### src/rtl/sbc_spi_pkg.sv
package sbc_spi_pkg;

    localparam int FRAME_BITS = 8;

    typedef enum logic [1:0] {
        MODE_SLEEP  = 2'b00,
        MODE_STOP   = 2'b01,
        MODE_RUN_WD = 2'b10,
        MODE_RUN    = 2'b11
    } sbc_mode_e;

    // Field order follows the received byte, MSB first.
    typedef struct packed {
        logic [1:0] slope;
        logic       term_off;
        logic [2:0] hs_req;
        sbc_mode_e  mode;
    } ctrl_word_t;

    typedef enum logic [1:0] {
        FR_IDLE,
        FR_SHIFT,
        FR_OVER
    } frame_st_e;

endpackage

### src/rtl/sbc_spi_sync.sv
module sbc_spi_sync #(
    parameter int               WIDTH   = 1,
    parameter int               STAGES  = 2,
    parameter logic [WIDTH-1:0] RST_VAL = '0
) (
    input  logic             clk_i,
    input  logic             rst_ni,
    input  logic [WIDTH-1:0] d_i,
    output logic [WIDTH-1:0] q_o
);

    logic [WIDTH-1:0] stage_q [STAGES];

    for (genvar s = 0; s < STAGES; s++) begin : g_stage
        always_ff @(posedge clk_i or negedge rst_ni) begin
            if (!rst_ni) begin
                stage_q[s] <= RST_VAL;
            end else if (s == 0) begin
                stage_q[s] <= d_i;
            end else begin
                stage_q[s] <= stage_q[(s > 0) ? s - 1 : 0];
            end
        end
    end

    assign q_o = stage_q[STAGES-1];

endmodule

### src/rtl/sbc_spi_frame.sv
module sbc_spi_frame
    import sbc_spi_pkg::*;
(
    input  logic                  clk_i,
    input  logic                  rst_ni,
    input  logic                  sclk_s_i,
    input  logic                  mosi_s_i,
    input  logic                  csn_s_i,
    input  logic [FRAME_BITS-1:0] status_i,
    output logic                  miso_o,
    output logic                  cs_fall_o,
    output logic                  cs_rise_o,
    output logic                  frame_good_o,
    output logic [FRAME_BITS-1:0] rx_byte_o
);

    localparam int CNT_W = $clog2(FRAME_BITS + 1);
    localparam logic [CNT_W-1:0] CNT_FULL = CNT_W'(FRAME_BITS);

    frame_st_e             state_q, state_d;
    logic                  csn_d_q, sclk_d_q;
    logic [CNT_W-1:0]      cnt_q;
    logic [FRAME_BITS-1:0] rx_q, tx_q;
    logic                  cs_fall, cs_rise, sclk_rise, sclk_fall;

    assign cs_fall   =  csn_d_q & ~csn_s_i;
    assign cs_rise   = ~csn_d_q &  csn_s_i;
    assign sclk_rise = ~sclk_d_q &  sclk_s_i;
    assign sclk_fall =  sclk_d_q & ~sclk_s_i;

    // Next-state logic
    always_comb begin
        state_d = state_q;
        unique case (state_q)
            FR_IDLE:  if (cs_fall) state_d = FR_SHIFT;
            FR_SHIFT: begin
                if (cs_rise) begin
                    state_d = FR_IDLE;
                end else if (sclk_rise && cnt_q == CNT_FULL) begin
                    state_d = FR_OVER;
                end
            end
            FR_OVER:  if (cs_rise) state_d = FR_IDLE;
            default:  state_d = FR_IDLE;
        endcase
    end

    // State register
    always_ff @(posedge clk_i or negedge rst_ni) begin
        if (!rst_ni) begin
            state_q <= FR_IDLE;
        end else begin
            state_q <= state_d;
        end
    end

    // Edge history and shift datapath
    always_ff @(posedge clk_i or negedge rst_ni) begin
        if (!rst_ni) begin
            csn_d_q  <= 1'b1;
            sclk_d_q <= 1'b0;
            cnt_q    <= '0;
            rx_q     <= '0;
            tx_q     <= '0;
        end else begin
            csn_d_q  <= csn_s_i;
            sclk_d_q <= sclk_s_i;
            if (cs_fall) begin
                tx_q  <= status_i;
                rx_q  <= '0;
                cnt_q <= '0;
            end else if (state_q == FR_SHIFT) begin
                if (sclk_rise && cnt_q < CNT_FULL) begin
                    rx_q  <= {rx_q[FRAME_BITS-2:0], mosi_s_i};
                    cnt_q <= cnt_q + 1'b1;
                end
                if (sclk_fall) begin
                    tx_q <= {tx_q[FRAME_BITS-2:0], 1'b0};
                end
            end
        end
    end

    // Outputs
    always_comb begin
        miso_o       = (state_q != FR_IDLE) & tx_q[FRAME_BITS-1];
        cs_fall_o    = cs_fall;
        cs_rise_o    = cs_rise;
        frame_good_o = (state_q == FR_SHIFT) && cs_rise && (cnt_q == CNT_FULL);
        rx_byte_o    = rx_q;
    end

    // the outgoing byte only moves on a serial clock fall or a fresh capture
    a_r2_tx_hold: assert property (@(posedge clk_i) disable iff (!rst_ni)
        (!sclk_fall && !cs_fall) |=> $stable(tx_q));

    // a ninth clock edge pushes the frame into the overrun state
    a_r9_overrun: assert property (@(posedge clk_i) disable iff (!rst_ni)
        (state_q == FR_SHIFT && !cs_rise && sclk_rise && cnt_q == CNT_FULL)
        |=> (state_q == FR_OVER));

endmodule

### src/rtl/sbc_spi_gap.sv
module sbc_spi_gap #(
    parameter int MIN_GAP_CLKS = 1875
) (
    input  logic clk_i,
    input  logic rst_ni,
    input  logic rise_i,
    output logic gap_ok_o
);

    localparam int GAP_W = $clog2(MIN_GAP_CLKS + 1);
    localparam logic [GAP_W-1:0] GAP_LIM = GAP_W'(MIN_GAP_CLKS);

    logic [GAP_W-1:0] cnt_q;

    // Starts saturated so the first frame after reset is accepted.
    always_ff @(posedge clk_i or negedge rst_ni) begin
        if (!rst_ni) begin
            cnt_q <= GAP_LIM;
        end else if (rise_i) begin
            cnt_q <= '0;
        end else if (cnt_q < GAP_LIM) begin
            cnt_q <= cnt_q + 1'b1;
        end
    end

    assign gap_ok_o = (cnt_q >= GAP_LIM);

endmodule

### src/rtl/sbc_spi_ctrl.sv
module sbc_spi_ctrl
    import sbc_spi_pkg::*;
#(
    parameter int MIN_GAP_CLKS = 1875,
    parameter int SYNC_STAGES  = 2
) (
    input  logic       clk_i,
    input  logic       rst_ni,
    input  logic       spi_sclk_i,
    input  logic       spi_csn_i,
    input  logic       spi_mosi_i,
    output logic       spi_miso_o,
    input  logic       irq_pend_i,
    input  logic       lin_evt_i,
    input  logic       vsup_ov_i,
    input  logic       vsup_uv_i,
    input  logic       bat_fail_i,
    input  logic       therm_warn_i,
    input  logic       hs_stat_i,
    input  logic [1:0] lin_stat_i,
    input  logic [2:0] hs_in_i,
    output logic [1:0] mode_o,
    output logic [2:0] hs_on_o,
    output logic [1:0] lin_slope_o,
    output logic       lin_term_on_o,
    output logic       wd_clr_o,
    output logic       timing_err_o
);

    logic [2:0]            pins_s;
    logic                  sclk_s, csn_s, mosi_s;
    logic [FRAME_BITS-1:0] status_byte, rx_byte;
    logic                  cs_fall, cs_rise, frame_good, gap_ok, commit;
    ctrl_word_t            ctrl_q;
    logic                  wd_q, terr_q, first_q;

    sbc_spi_sync #(
        .WIDTH   (3),
        .STAGES  (SYNC_STAGES),
        .RST_VAL (3'b010)
    ) u_sync (
        .clk_i  (clk_i),
        .rst_ni (rst_ni),
        .d_i    ({spi_sclk_i, spi_csn_i, spi_mosi_i}),
        .q_o    (pins_s)
    );

    assign {sclk_s, csn_s, mosi_s} = pins_s;

    // Bit 4 carries the battery flag until the first capture after reset.
    assign status_byte = {irq_pend_i, lin_evt_i, vsup_ov_i,
                          (first_q ? bat_fail_i : vsup_uv_i),
                          therm_warn_i, hs_stat_i, lin_stat_i};

    sbc_spi_frame u_frame (
        .clk_i        (clk_i),
        .rst_ni       (rst_ni),
        .sclk_s_i     (sclk_s),
        .mosi_s_i     (mosi_s),
        .csn_s_i      (csn_s),
        .status_i     (status_byte),
        .miso_o       (spi_miso_o),
        .cs_fall_o    (cs_fall),
        .cs_rise_o    (cs_rise),
        .frame_good_o (frame_good),
        .rx_byte_o    (rx_byte)
    );

    sbc_spi_gap #(
        .MIN_GAP_CLKS (MIN_GAP_CLKS)
    ) u_gap (
        .clk_i    (clk_i),
        .rst_ni   (rst_ni),
        .rise_i   (cs_rise),
        .gap_ok_o (gap_ok)
    );

    assign commit = frame_good & gap_ok;

    always_ff @(posedge clk_i or negedge rst_ni) begin
        if (!rst_ni) begin
            ctrl_q  <= '0;
            wd_q    <= 1'b0;
            terr_q  <= 1'b0;
            first_q <= 1'b1;
        end else begin
            if (commit) begin
                ctrl_q <= ctrl_word_t'(rx_byte);
            end
            wd_q <= commit && (sbc_mode_e'(rx_byte[1:0]) == MODE_RUN_WD);
            if (cs_rise) begin
                terr_q <= ~gap_ok;
            end
            if (cs_fall) begin
                first_q <= 1'b0;
            end
        end
    end

    always_comb begin
        mode_o        = ctrl_q.mode;
        hs_on_o       = ctrl_q.hs_req & hs_in_i;
        lin_slope_o   = ctrl_q.slope;
        lin_term_on_o = ~(ctrl_q.term_off &
                          (ctrl_q.mode == MODE_SLEEP || ctrl_q.mode == MODE_STOP));
        wd_clr_o      = wd_q;
        timing_err_o  = terr_q;
    end

    // the strobe lasts one cycle
    a_r8_wd_single: assert property (@(posedge clk_i) disable iff (!rst_ni)
        wd_clr_o |=> !wd_clr_o);

    // the strobe only accompanies the clear-mode code
    a_r8_wd_mode: assert property (@(posedge clk_i) disable iff (!rst_ni)
        wd_clr_o |-> (mode_o == 2'b10));

    // a well-formed frame that ends too early changes nothing
    a_r10_gap_blocks: assert property (@(posedge clk_i) disable iff (!rst_ni)
        (frame_good && !gap_ok) |=> ($stable(ctrl_q) && !wd_clr_o));

endmodule

### config.mk
export PLATFORM = sky130hd
export DESIGN_NAME = sbc_spi_ctrl
export DESIGN_NICKNAME = d
export VERILOG_FILES = /design/src/rtl/sbc_spi_pkg.sv /design/src/rtl/sbc_spi_sync.sv /design/src/rtl/sbc_spi_frame.sv /design/src/rtl/sbc_spi_gap.sv /design/src/rtl/sbc_spi_ctrl.sv
export SDC_FILE = /design/constraint.sdc
export NUM_CORES = 1
export LEC_CHECK = 0
export BUFFER_PORTS_ARGS = -buffer_cell sky130_fd_sc_hd__buf_2
export CORE_MARGIN = 1
export CORE_UTILIZATION = 35
export DETAILED_ROUTE_END_ITERATION = 6
export SYNTH_ARGS = -nofsm -noshare
export SYNTH_HDL_FRONTEND = slang
export SYNTH_HIERARCHICAL = 1
export SYNTH_SLANG_ARGS = --single-unit
### constraint.sdc
create_clock -name clk_i -period 2.9 [get_ports clk_i]
set_clock_uncertainty 0.15 [all_clocks]
set_input_delay 0.58 -clock clk_i [delete_from_list [all_inputs] [get_ports clk_i]]
set_output_delay 0.58 -clock clk_i [all_outputs]
set_load 0.02 [all_outputs]
==> results_dict.tcl <==
set metrics [dict create \
    cp_slowest_stage_delay_ns 0.58 \
    rsz0062_at_grt "no" \
    pwr-share-comb 0.159 \
    io_buffer_count 27 \
    vias 1529 \
    ys_seq_area_frac 0.5381 \
    synth_area_leader_cell "dfrtp_1" \
    gr-total-overflow 0 \
    p_switching_uw 392.0 \
    power_density_mw_per_mm2 557.3 \
    tns_ns 0 \
    synth_cell_types 45 \
    p_clk_frac 0.269 \
    worstPathMaxFanout 9 \
    area_growth_pct 11.01 \
    h-tree-depth 2 \
    dp_cells 297 \
    cts_resized 0 \
    num-nets-final 244 \
    clkSlewWorstSetupHoldPaths_ns 0.09 \
    p_int_uw 1120 \
    dr.pass1.iters 5 \
    finalCritPeriodShare 0.7804 \
    hold_viol 0 \
    synthArstFlopShare 1.000 \
    r2r-start "u_gap/cnt_q[7]" \
    grt_pass1_wl_um 7141 \
    synthFlopType "dfrtp_1" \
    worst_pin_slew_ns 0.6443 \
    syn_area_mm2 0.002444 \
    end_kind "register" \
    pwr-share-seq 0.572 \
    grt_usage 0.1255 \
    die_x_um 85.56 \
    diodes 0 \
    leakage_uw 0.001263 \
    reg2reg_slack_ns 0.64 \
    layout_min_cycle_time_ns 2.263 \
    die_h_um 85.56 \
    clock_latency_ns 0.30 \
    cts.sinks 52 \
    ys_ff_latch 52 \
    syn_area_per_cell_um2 12.28 \
    slew_headroom 0.5705 \
    crit_type "register to register" \
    pin_count 28 \
    finalPower_uw 1512 \
    syn_nets 219 \
    cpLargestDelayFamily "simple AND/OR/NAND/NOR gates" \
    outcome "finished, violations left" \
    cap_violations 0 \
    ant_nets 0 \
    slew_violations 0 \
    hold_class "input pin to asynchronous set/reset pin" \
    critPathBufInv 0 \
    gp_congestion 0.7664 \
    wl_per_cell_um 13.13 \
    setup_viol 0 \
    violations "design-rule violations" \
    ys_warn_count 6 \
    coreArea_mm2 0.006756 \
    yosysTopAreaCellShare 0.4199 \
    grt_max_degree 30 \
    first_global_vias 1514 \
    required_ns 2.94 \
    post_cts_buffers 0 \
    tritoncts "yes" \
    antenna_found_initial 0 \
    r2r_end "lin_slope_o[1]" \
    clockBufferDepth 2 \
    drtIter0Drc 58 \
    cp-start-kind "register" \
    synthCells 199 \
    drc 1 \
    crit_arrival_ns 2.30 \
    synth-edff-count 0 \
    synth_area_leaders "dfrtp_1, dfstp_2, mux2_2, mux2i_1, mux2_4" \
    fmax_mhz 441.9 \
    root_buffer "clkbuf_8" \
    vias_per_cell 5.013 \
    crit_chain "or4_4 -> o221ai_4 -> o31ai_1 -> nand2_4 -> mux2_2" \
    crit_slowest_cell "or4_4" \
    drive_above_1_share 0.3689 \
    ir_worst_vdd_mv 0.2772 \
    p_sw_frac 0.2593 \
    row_count 30 \
    dp_hpwl_um 2807 \
    routed_wl_um 4005 \
    layout.cells.non_filler 305 \
    dieArea_mm2 0.007320 \
    hold_buffers 0 \
    rr_worst_depth 5 \
    cts_buffers 5 \
    start_util 0.3617 \
]
[power groups by stage]
stage	Sequential (uW)	Clock (uW)	Combinational, uW
2_1_floorplan	862	0	198
3_3_place_gp	878	0	243
3_5_place_dp	879	0	245
4_1_cts	866	432	246
5_1_grt	882	456	272
6_report	865	406	241
[placed cells by master, fill, tap and decap left out, types with 2 or more instances in the layout]
cell	instances
nor2_1	12
xor2_1	3
mux2_4	5
clkbuf_8	5
o31ai_1	2
nand4_1	6
mux2i_1	9
and3_1	2
buf_4	2
o21a_1	2
o21ai_0	4
and2_1	4
a21oi_1	4
nor2b_1	4
inv_1	8
nand3_1	3
dfrtp_1	41
nand2_1	12
ha_1	3
buf_2	27
a311oi_1	2
and4_1	2
mux2_2	21
dfstp_2	11
nor3_1	2
nand2b_1	6
[sequential cells by signal, summed over array words and instances, names as in the netlist, 3 cells and up]
| name | count |
|---|---|
| ctrl_q | 4 |
| u_frame/cnt_q | 4 |
| u_frame/rx_byte_o | 8 |
| u_frame/tx_q | 8 |
| u_gap/cnt_q | 11 |
| u_sync/q_o | 3 |
| u_sync/stage_q | 3 |
[cell usage after synthesis (3+ instances only)]
master,n
nand4_1,6
mux2_4,5
ha_1,3
and2_1,4
a21oi_1,4
xor2_1,3
nor2b_1,4
mux2i_1,9
buf_4,8
o21ai_0,4
nand2b_1,6
nand2_1,12
mux2_2,21
dfrtp_1,41
nor2_1,12
inv_1,8
dfstp_2,11
nand3_1,3
[how the worst max path moves through the flow]
stage	from	end	slack, ns	cells past startpoint
5_1_grt	u_gap/cnt_q[7]	lin_slope_o[1]	0.49	4
4_1_cts	u_gap/cnt_q[7]	lin_slope_o[1]	0.59	4
3_5_place_dp	u_gap/cnt_q[7]	lin_slope_o[1]	0.60	4
2_1_floorplan	u_gap/cnt_q[7]	ctrl_q[2]	0.76	5
6_report	u_gap/cnt_q[7]	lin_slope_o[1]	0.64	5
3_3_place_gp	u_gap/cnt_q[7]	ctrl_q[5]	0.67	4
[metrics by stage]
| step | setup WS, ns | hold WS (ns) | area (um^2) | util |
|---|---|---|---|---|
| detailed placement | 0.6021 | 0.1855 | 2624 | 0.3883 |
| CTS | 0.5862 | 0.1231 | 2713 | 0.4015 |
| finish | 0.6370 | 0.1116 | 2713 | 0.4015 |
| global route | 0.4880 | 0.1437 | 2713 | 0.4015 |
| global placement | 0.6663 | 0.1830 | 2624 | 0.3883 |
| floorplan | 0.7642 | 0.1344 | 2444 | - |
[routing by layer]
metal  vias up  GRT usage  wire length, um
met5         -          0                0
met2        25     0.1898             1793
li1        743          -                -
met1       756     0.1698             1999
met4         0    0.04545               55
met3         5    0.04042              157
[worst reg2reg max path, cell delays in order, from the launching register on]
cell	delay [ns]
dfrtp_1	0.46
or4_4	0.58
o221ai_4	0.25
o31ai_1	0.20
nand2_4	0.16
mux2_2	0.35
[cell type report]
class	instances	area, um^2
clock inverter	2	16.27
multi-input combinational	126	1002
inverter	9	36.28
tap	80	100.1
timing repair buffer	30	170.2
clock buffer	6	72.57
sequential	52	1315
fill	673	4044
[cells by family after synthesis]
| kind of cell | after synthesis | synth area share |
|---|---|---|
| AO/OA/AOI/OAI | 23 | 0.07425 |
| XOR/XNOR | 4 | 0.01434 |
| adder cells (fa/ha/maj) | 3 | 0.01536 |
| buffers and inverters | 21 | 0.05172 |
| flip-flops | 52 | 0.5381 |
| multiplexers | 35 | 0.1644 |
| AND/OR/NAND/NOR | 61 | 0.1418 |
No activity file was read; power rests on OpenSTA's default activity.
